File: src/rtl/i2cs_pkg.sv
package i2cs_pkg;

    typedef enum logic [2:0] {
        OP_NONE  = 3'd0,
        OP_START = 3'd1,
        OP_STOP  = 3'd2,
        OP_WRITE = 3'd3,
        OP_READ  = 3'd4
    } bit_op_t;

    typedef enum logic [3:0] {
        S_IDLE, S_START, S_ABIT, S_AACK, S_DCHK,
        S_WBIT, S_WACK, S_RBIT, S_RACK, S_STOP
    } seq_state_t;

    typedef struct packed {
        logic arb;
        logic anack;
        logic dnack;
    } err_flags_t;

    localparam logic [1:0] CMD_START      = 2'b00;
    localparam logic [1:0] CMD_STOP       = 2'b10;
    localparam logic [1:0] CMD_START_STOP = 2'b11;

    // Address byte for a given header step.
    function automatic logic [7:0] addr_byte(input logic [15:0] a, input logic [1:0] step);
        if (!a[15]) return a[7:0];
        case (step)
            2'd0:    return {5'b11110, a[10:9], 1'b0};
            2'd1:    return a[8:1];
            default: return {5'b11110, a[10:9], 1'b1};
        endcase
    endfunction

    // Index of the final header step.
    function automatic logic [1:0] last_step(input logic [15:0] a);
        if (!a[15]) return 2'd0;
        return a[0] ? 2'd2 : 2'd1;
    endfunction

endpackage

File: src/rtl/i2cs_fifo.sv
module i2cs_fifo #(
    parameter int W     = 8,
    parameter int DEPTH = 16
) (
    input  logic         clk,
    input  logic         rst,
    input  logic         flush,
    input  logic         push,
    input  logic [W-1:0] wdata,
    input  logic         pop,
    output logic [W-1:0] rdata,
    output logic         full,
    output logic         empty
);
    localparam int AW = $clog2(DEPTH);
    localparam logic [AW:0] CAP = (AW+1)'(DEPTH);

    logic [W-1:0]  mem [DEPTH];
    logic [AW-1:0] wptr, rptr;
    logic [AW:0]   cnt;
    logic          do_push, do_pop;

    assign full    = (cnt == CAP);
    assign empty   = (cnt == '0);
    assign do_push = push && !full;
    assign do_pop  = pop && !empty;
    assign rdata   = mem[rptr];

    always_ff @(posedge clk) begin
        if (rst || flush) begin
            wptr <= '0;
            rptr <= '0;
            cnt  <= '0;
        end else begin
            if (do_push) begin
                mem[wptr] <= wdata;
                wptr      <= wptr + 1'b1;
            end
            if (do_pop) rptr <= rptr + 1'b1;
            case ({do_push, do_pop})
                2'b10:   cnt <= cnt + 1'b1;
                2'b01:   cnt <= cnt - 1'b1;
                default: ;
            endcase
        end
    end
endmodule

File: src/rtl/i2c_xfer_seq.sv
module i2c_xfer_seq
    import i2cs_pkg::*;
#(
    parameter int DEPTH = 16,
    parameter int CW    = 11
) (
    input  logic          clk,
    input  logic          rst,
    input  logic          cmd_we,
    input  logic [2:0]    cmd_code,
    input  logic [15:0]   addr_reg,
    input  logic [CW-1:0] word_count,
    input  logic          tx_empty_end,
    input  logic          rx_full_end,
    input  logic          tx_push,
    input  logic [7:0]    tx_data,
    input  logic          tx_clear,
    input  logic          rx_pop,
    output logic [7:0]    rx_data,
    input  logic          rx_clear,
    output logic          st_idle,
    output logic          st_arb_lost,
    output logic          st_addr_nack,
    output logic          st_data_nack,
    output logic          st_tx_not_full,
    output logic          st_rx_not_empty,
    output logic [2:0]    bit_op,
    output logic          bit_wval,
    input  logic          bit_done,
    input  logic          bit_rval,
    input  logic          bit_lost
);
    localparam logic [CW-1:0] ONE = CW'(1);

    seq_state_t    state;
    err_flags_t    errs;
    bit_op_t       op;
    logic [7:0]    sh;
    logic [2:0]    bitn;
    logic [CW-1:0] left;
    logic [15:0]   addr_q;
    logic [1:0]    step;
    logic          owned, auto_stop, cancel_pend;
    logic          go, cancel_now, cancel_hit, lost_hit;
    logic          tx_pop, tx_full, tx_empty, rx_push, rx_full, rx_empty;
    logic [7:0]    tx_head;

    i2cs_fifo #(.W(8), .DEPTH(DEPTH)) u_txq (
        .clk(clk), .rst(rst), .flush(tx_clear), .push(tx_push), .wdata(tx_data),
        .pop(tx_pop), .rdata(tx_head), .full(tx_full), .empty(tx_empty)
    );

    i2cs_fifo #(.W(8), .DEPTH(DEPTH)) u_rxq (
        .clk(clk), .rst(rst), .flush(rx_clear), .push(rx_push), .wdata({sh[6:0], bit_rval}),
        .pop(rx_pop), .rdata(rx_data), .full(rx_full), .empty(rx_empty)
    );

    always_comb begin
        op       = OP_NONE;
        bit_wval = 1'b0;
        case (state)
            S_START:                 op = OP_START;
            S_ABIT, S_WBIT: begin    op = OP_WRITE; bit_wval = sh[7]; end
            S_AACK, S_WACK, S_RBIT:  op = OP_READ;
            S_RACK: begin            op = OP_WRITE; bit_wval = (left == ONE); end
            S_STOP:                  op = OP_STOP;
            default: ;
        endcase
    end

    assign go         = (op == OP_NONE) || bit_done;
    assign cancel_now = cmd_we && cmd_code[2];
    assign cancel_hit = (cancel_pend || cancel_now) && go &&
                        (state != S_IDLE) && (state != S_STOP);
    assign lost_hit   = bit_done && bit_lost && (op == OP_WRITE);
    assign tx_pop     = (state == S_DCHK) && !addr_q[0] && (left != '0) &&
                        !tx_empty && !cancel_hit;
    assign rx_push    = (state == S_RBIT) && bit_done && (bitn == 3'd7) && !cancel_hit;

    always_ff @(posedge clk) begin
        if (rst) begin
            state       <= S_IDLE;
            errs        <= '0;
            sh          <= '0;
            bitn        <= '0;
            left        <= '0;
            addr_q      <= '0;
            step        <= '0;
            owned       <= 1'b0;
            auto_stop   <= 1'b0;
            cancel_pend <= 1'b0;
        end else begin
            if (cmd_we) errs <= '0;
            if (cancel_now && state != S_IDLE) cancel_pend <= 1'b1;
            if (state == S_IDLE) begin
                cancel_pend <= 1'b0;
                if (cmd_we) begin
                    if (cmd_code[2] || cmd_code[1:0] == CMD_STOP) begin
                        if (owned) state <= S_STOP;
                    end else if (cmd_code[1:0] == CMD_START ||
                                 cmd_code[1:0] == CMD_START_STOP) begin
                        addr_q    <= addr_reg;
                        left      <= word_count;
                        auto_stop <= cmd_code[0];
                        step      <= 2'd0;
                        state     <= S_START;
                    end
                end
            end else if (lost_hit) begin
                errs.arb    <= 1'b1;
                owned       <= 1'b0;
                cancel_pend <= 1'b0;
                state       <= S_IDLE;
            end else if (cancel_hit) begin
                cancel_pend <= 1'b0;
                if (state == S_START) owned <= 1'b1;
                state <= (owned || state == S_START) ? S_STOP : S_IDLE;
            end else if (go) begin
                case (state)
                    S_START: begin
                        owned <= 1'b1;
                        sh    <= addr_byte(addr_q, step);
                        bitn  <= '0;
                        state <= S_ABIT;
                    end
                    S_ABIT, S_WBIT: begin
                        sh   <= {sh[6:0], 1'b0};
                        bitn <= bitn + 1'b1;
                        if (bitn == 3'd7) state <= (state == S_ABIT) ? S_AACK : S_WACK;
                    end
                    S_AACK: begin
                        if (bit_rval) begin
                            errs.anack <= 1'b1;
                            state      <= S_STOP;
                        end else if (step == last_step(addr_q)) begin
                            state <= S_DCHK;
                        end else if (step == 2'd1) begin
                            step  <= 2'd2;
                            state <= S_START;
                        end else begin
                            step  <= step + 1'b1;
                            sh    <= addr_byte(addr_q, step + 1'b1);
                            bitn  <= '0;
                            state <= S_ABIT;
                        end
                    end
                    S_DCHK: begin
                        if (left == '0) begin
                            state <= auto_stop ? S_STOP : S_IDLE;
                        end else if (!addr_q[0]) begin
                            if (!tx_empty) begin
                                sh    <= tx_head;
                                bitn  <= '0;
                                state <= S_WBIT;
                            end else if (tx_empty_end) begin
                                state <= S_STOP;
                            end
                        end else begin
                            if (!rx_full) begin
                                bitn  <= '0;
                                state <= S_RBIT;
                            end else if (rx_full_end) begin
                                state <= S_STOP;
                            end
                        end
                    end
                    S_WACK: begin
                        left <= left - 1'b1;
                        if (bit_rval) begin
                            errs.dnack <= 1'b1;
                            state      <= S_STOP;
                        end else begin
                            state <= S_DCHK;
                        end
                    end
                    S_RBIT: begin
                        sh   <= {sh[6:0], bit_rval};
                        bitn <= bitn + 1'b1;
                        if (bitn == 3'd7) state <= S_RACK;
                    end
                    S_RACK: begin
                        left  <= left - 1'b1;
                        state <= S_DCHK;
                    end
                    S_STOP: begin
                        owned <= 1'b0;
                        state <= S_IDLE;
                    end
                    default: state <= S_IDLE;
                endcase
            end
        end
    end

    assign bit_op          = op;
    assign st_idle         = (state == S_IDLE);
    assign st_arb_lost     = errs.arb;
    assign st_addr_nack    = errs.anack;
    assign st_data_nack    = errs.dnack;
    assign st_tx_not_full  = !tx_full;
    assign st_rx_not_empty = !rx_empty;
endmodule

File: config.mk
export PLATFORM = sky130hd
export DESIGN_NAME = i2c_xfer_seq
export DESIGN_NICKNAME = d
export VERILOG_FILES = /design/src/rtl/i2cs_pkg.sv /design/src/rtl/i2cs_fifo.sv /design/src/rtl/i2c_xfer_seq.sv
export SDC_FILE = /design/constraint.sdc
export NUM_CORES = 1
export LEC_CHECK = 0
export CAP_MARGIN = 25
export CORE_ASPECT_RATIO = 0.7
export CORE_MARGIN = 4
export CORE_UTILIZATION = 30
export DETAILED_ROUTE_END_ITERATION = 16
export GPL_ROUTABILITY_DRIVEN = 0
export HOLD_SLACK_MARGIN = 0.12
export PLACE_DENSITY_LB_ADDON = 0.2
export SLEW_MARGIN = 30
export SYNTH_ARGS = -nofsm -noshare
export SYNTH_HDL_FRONTEND = slang
export SYNTH_HIERARCHICAL = 1
export SYNTH_SLANG_ARGS = --single-unit
File: constraint.sdc
create_clock -name clk -period 8.6 [get_ports clk]
set_input_delay 1.72 -clock clk [delete_from_list [all_inputs] [get_ports clk]]
set_output_delay 1.72 -clock clk [all_outputs]
set_load 0.005 [all_outputs]
* After elaboration in Yosys (flattened, before gate mapping)
Memory sizes are Yosys's and may differ from the RTL's. A register that Yosys moved wholly into a read port is not among the register bits.
Index checks and enable logic that the tools add are counted.
** Cells by class
- Add/sub/neg operators :: 11
- Multipliers :: 0
- Div/mod/pow operators :: 0
- $lt $le $gt $ge :: 0
- Equality and inequality tests :: 46
- Shifts and indexed selects :: 0
- Multiplexer cells :: 125
- Bitwise operators :: 4
- Reduce and logical (&&, ||, !) cells :: 64
** Operators by type and width (count)
- 4-bit two-way mux :: 24
- 11-bit two-way mux :: 8
- 8-bit two-way mux :: 9
- 2-bit two-way mux :: 25
- 8-bit case mux with 5 select lines :: 1
- 1-bit two-way mux :: 38
- 3-bit two-way mux :: 11
- 8-bit case mux with 2 select lines :: 2
- 4-bit case mux with 7 select lines :: 1
- 2-bit inequality test (second input constant) :: 12
- 3-bit case mux with 4 select lines :: 2
- 11-bit AND reduction :: 2
- 5-bit case mux with 2 select lines :: 2
- 1-bit logical AND :: 18
- 4-bit by 1-bit adder with 4-bit output (second input constant) :: 4
- 4-bit by 3-bit equality test with 1-bit output (second input constant) :: 4
- 8-bit by 7-bit inequality test with 1-bit output (second input constant) :: 2
- 4-bit nonzero test :: 3
- 11-bit by 1-bit equality test with 1-bit output (second input constant) :: 1
- 11-bit zero test :: 1
- 11-bit nonzero test :: 1
- 11-bit by 1-bit subtractor with 11-bit output (second input constant) :: 1
- 5-bit by 1-bit adder with 5-bit output (second input constant) :: 2
- 5-bit equality test (second input constant) :: 2
- other kinds (35) :: 74
** Word-level totals
- Register bits :: 76
- Latch bits :: 0
- Bits in writable memories :: 256
- Memory bits (read-only) :: 0
- Bits of input ports :: 50
- Word-level logic and storage cells :: 270
- Memories :: 2
** Memories
- u_rxq.mem :: depth 16, width 8, rd ports 1, clocked after Yosys merged registers in 1, wr ports 1, line i2cs_fifo.sv:18 : logic [W-1:0] mem [DEPTH];
- u_txq.mem :: depth 16, width 8, rd ports 1, clocked after Yosys merged registers in 1, wr ports 1, line i2cs_fifo.sv:18

* Longest topological paths before layout
- Depth after elaboration :: 34
- Mapped depth :: 14
- Gate-level depth less buffers :: 14

* By module
Netlist, hierarchy kept.
** Modules (own cells, without submodules)
- i2cs_fifo (u_txq) :: times used 1, cells each 312, area an instance 5796.8 sq um
- i2cs_fifo (u_rxq) :: times used 1, cells each 309, area an instance 5720.5 sq um
- i2c_xfer_seq :: times used 1, cells each 472, area an instance 3314.4 sq um

* Worst setup path before layout
OpenSTA, ideal clock, no wires.
- Kind :: input -> register
- From :: in bit_done
- To :: reg u_rxq.cnt[4]
- Data arrival time :: 3718 ps
- Path slack :: 4754 ps
- Stages on the path :: 12
- Path through :: clkbuf_1 > nand3_1 > nor3_1 > o21a_1 > buf_6 > inv_1 > ha_1 > ha_1 > nand3_1 > and4b_1 > o211ai_1 > o31ai_1
** On the way
- Cells in the longest elaborated chain, start to end :: 9
- Elaborated cells on any way between the ends :: 13
- Classes of those cells :: eq/ne: 2; mux: 1; reduce/logical: 10
** Ends and longest elaborated chain
- start, declared :: line i2c_xfer_seq.sv:29 : input logic bit_done,
- 1-bit logical OR :: line i2c_xfer_seq.sv:71 : assign go = (op == OP_NONE) || bit_done;
- 1-bit logical AND (2 in series) :: line i2c_xfer_seq.sv:73 : assign cancel_hit = (cancel_pend || cancel_now) && go &&
- 1-bit logical AND :: line i2c_xfer_seq.sv:74 : (state != S_IDLE) && (state != S_STOP);
- 1-bit zero test :: line i2c_xfer_seq.sv:78 : assign rx_push = (state == S_RBIT) && bit_done && (bitn == 3'd7) && !cancel_hit;
- 1-bit logical AND (*) :: line i2c_xfer_seq.sv:78
- via rx_push :: line i2c_xfer_seq.sv:45 : logic tx_pop, tx_full, tx_empty, rx_push, rx_full, rx_empty;
- 1-bit logical AND (*) :: line i2cs_fifo.sv:25 : assign do_push = push && !full;
- 2-bit by 1-bit equality test with 1-bit output or 2-bit equality test (tied branches) :: line i2cs_fifo.sv:40 : case ({do_push, do_pop})
- 5-bit case mux with 2 select lines or 2-bit nonzero test (tied branches)
- end signal, assigned :: line i2cs_fifo.sv:41 : 2'b10: cnt <= cnt + 1'b1;
- end signal, assigned :: line i2cs_fifo.sv:42 : 2'b01: cnt <= cnt - 1'b1;
- end, declared :: line i2cs_fifo.sv:20 : logic [AW:0] cnt;
The timed path passes the listed nets; every way through them passes the cells marked *.
A chain may end at the register's enable or synchronous reset.

* Worst setup path after layout
- From :: reg state[3]
- To :: out st_idle
** On the way
- Cells in the longest elaborated chain, start to end :: 1
** Ends and longest elaborated chain
- start, declared :: line i2c_xfer_seq.sv:35 : seq_state_t state;
- start signal, assigned :: line i2c_xfer_seq.sv:117 : state <= (owned || state == S_START) ? S_STOP : S_IDLE;
- start signal, assigned :: line i2c_xfer_seq.sv:129 : if (bitn == 3'd7) state <= (state == S_ABIT) ? S_AACK : S_WACK;
- start signal, assigned :: line i2c_xfer_seq.sv:149 : state <= auto_stop ? S_STOP : S_IDLE;
- 4-bit zero test :: line i2c_xfer_seq.sv:196 : assign st_idle = (state == S_IDLE);
- end, declared :: line i2c_xfer_seq.sv:21 : output logic st_idle,
Every way passes these cells.

==> metrics.yaml <==
grt_max_degree: 48
p_per_area_nw_per_um2: 214
p_int_mw: 2.74
drt_iter0_drc: 592
synth_compound_area_share_pct: 9.95
grt_pass1_wl_mm: 54.2
grtUsageMet3_pct: 2.82
die_w_um: 274
min_path_type: "reg2reg"
slew_headroom_pct: 33.6
syn-instance-count: 1093
grt_setup_unrepaired: "no"
setup_violations: 0
p_switching_uw: 936
antenna_left: 0
ff2ff_setup_slack_ps: 4830
critical_path_peak_fanout: 30
setup_tns_ps: 0
drc: 0
crit_type: "reg2out"
place_area_um2: 16100
combPwrFrac_pct: 12.3
power_mw: 3.68
ctsRootBufferMaster: "clkbuf_16"
grtUsageMet1_pct: 19.6
synth-seq-cells: 336
portBuffers: 63
postCtsSetupRepairBufs: 0
required_ps: 6880
postCtsHoldBufs: 0
final.min_clock_period_ps: 5160
ys.flop_type: "edfxtp_1"
dp_slack_ps: 3450
synthMuxAreaShare_pct: 10.6
chipHeight_um: 194
total_leakage_power_nw: 5.70
cp_slowest_cell: "dfxtp_1"
seqPwrFrac_pct: 48.9
clkLatencyLatePin_ps: 520
synth_nets: 1171
synth.most_common_cell: "edfxtp_1"
cpMostUsedCell: "inv_1"
swShare_pct: 25.5
synth-adder-area-share_pct: 2.53
std_cell_rows: 67
yosysWarnings: 6
grt_usage_pct: 12.9
peakVddDrop_mv: 0.118
syn_area_um2: 14800
fin_crit_sh_pct: 60.0
clockBufferDepth: 3
dp_hpwl_mm: 22.7
async_flop_share_pct: 0
synth_top_family_by_area: "simple AND/OR/NAND/NOR gates"
synth-xor-area-share_pct: 0.709
synth.cells.most_frequent: "256 x edfxtp_1, 113 x nor2_1, 86 x nand2_1, 80 x dfxtp_1, 65 x a21oi_1"
cp-end-kind: "output pin"
worstPathArrival_ps: 3440
cts_buffers: 35
design_area_um2: 17200
antenna_found_initial: 0
synthTopCellsByArea: "edfxtp_1 52%, dfxtp_1 11%, mux4_2 8.2%"
vias: 9150
synth.distinct_cells: 77
htreeDepth: 2
synth_top_area_share_pct: 51.8
critPathMaxStageDelay_ps: 930
cp-start-kind: "flop"
p_clk_share_pct: 38.8
n_antenna_cell: 0
grt.busiest_layer: "met1"
drt_wl_total_mm: 34.8
cts.clk_slew.worst_paths_ps: 60
tritoncts: "done"
die_area_um2: 53100
maxCapViolCount: 0
final_nets: 1220
routed_via_density: 5.03
yosys.area_share.simple_pct: 10.8
grt_use_met2_pct: 19.1
hold_viol: 0
worstPathCellList: "inv_1 -> nand2_1 -> inv_1 -> clkdlybuf4s50_1"
post-synth-top-area-cell: "edfxtp_1"
core_area_um2: 48400
maxSlewViolCount: 0
finalClockSkew_ps: 14.2
grt.overflow.total: 0
drive_gt1_share_pct: 13.0
fill_cells: 4676
wire_per_inst_um: 19.1
synth_seq_area_share_pct: 62.6
start_util_pct: 30.7
grt_pass1_vias: 9038
ctsResizeCount: 0
ios: 68
synth-edff-count: 256
syn_avg_cell_area_um2: 13.6
worstMarginPinSlew_ps: 990
cts_sinks: 336
dr.pass1.iters: 5
area_delta_synth_final_pct: 15.7
postLayoutSetupSlackWorst_ps: 3440
fmax_ghz: 0.194
status: "finished clean"
==> cells in the final DEF (no fill, tap or decap), drive strengths merged, types with 10 or more instances in the layout <==
master,n
a21oi,66
a22oi,36
buf,11
clkbuf,40
clkdlybuf4s50,62
clkinv,17
dfxtp,80
edfxtp,256
ha,26
inv,34
mux2i,10
mux4,64
nand2,86
nand2b,12
nand3,26
nor2,113
nor3,17
o211ai,12
o21ai,26
or2,11
==> worst paths after layout <==
kind,start,end,cells after the start
hold reg to reg,bitn[1],bitn[1],2
hold / removal,bitn[1],bitn[1],2
setup reg to reg,state[1],u_rxq/cnt[4],13
setup / recovery,state[3],st_idle,4
==> layer usage <==
metal  part of all wire (%)  wire (um)  vias to the layer above
li1                       -          -                     4308
met1                     50      17400                     4616
met2                     43      15100                      186
met3                    5.1       1760                       40
met4                    1.6        541                        0
met5                      0          0                        -
==> metrics by stage <==
step | hold slack, ps | std cells | util, %
2_1_floorplan | 432 | 1093 | -
3_3_place_gp | 442 | 1760 | 33.3
3_5_place_dp | 452 | 1760 | 33.3
4_1_cts | 460 | 1820 | 35.5
5_1_grt | 474 | 1820 | 35.5
6_report | 456 | 1820 | 35.5
==> final cells by class <==
type	count	area, um^2	share of cell area (%)
clock inverter	20	163	0.948
clock buffer	40	895	5.21
multi-input combinational	662	5170	30.1
sequential	336	9290	54.1
inverter	34	128	0.743
timing repair buffer	73	701	4.08
tap	655	820	4.77
==> critical path, delay by kind of cell (launching register included) <==
family / cells / cell delay (ps)
DFF: 1 / 930
buffers and inverters: 3 / 1550
and+or+nand+nor: 1 / 440
==> flip-flops by register name, summed over array words and instances (netlist names), 2 cells and up, named ones only <==
| name | flops |
|---|---|
| u_rxq/mem | 128 |
| u_txq/mem | 128 |
| u_txq/rptr | 4 |
| state | 4 |
| addr_q | 12 |
| step | 2 |
| u_rxq/cnt | 5 |
| sh | 8 |
| u_txq/wptr | 4 |
| left | 11 |
| u_rxq/rptr | 4 |
| u_rxq/wptr | 4 |
| bitn | 3 |
| u_txq/cnt | 5 |
==> logic make-up (layout without fill, tap and decap cells) <==
| group | Yosys count | in the layout |
|---|---|---|
| flip-flops | 336 | 336 |
| AND/OR/NAND/NOR | 330 | 330 |
| AO/OA/AOI/OAI | 217 | 217 |
| buffers and inverters | 95 | 167 |
| multiplexers | 74 | 74 |
| adder cells (fa/ha/maj) | 29 | 29 |
| XOR/XNOR | 12 | 12 |
==> power groups by stage <==
stage | Sequential (mW) | Clock (mW) | Combinational, mW
after floorplan | 1.82 | 0 | 0.316
after CTS | 1.80 | 1.48 | 0.452
after detailed placement | 1.83 | 0 | 0.450
after global placement | 1.83 | 0 | 0.448
after global routing | 1.80 | 1.55 | 0.503
final | 1.80 | 1.43 | 0.451
(Power assumes the default switching activity.)
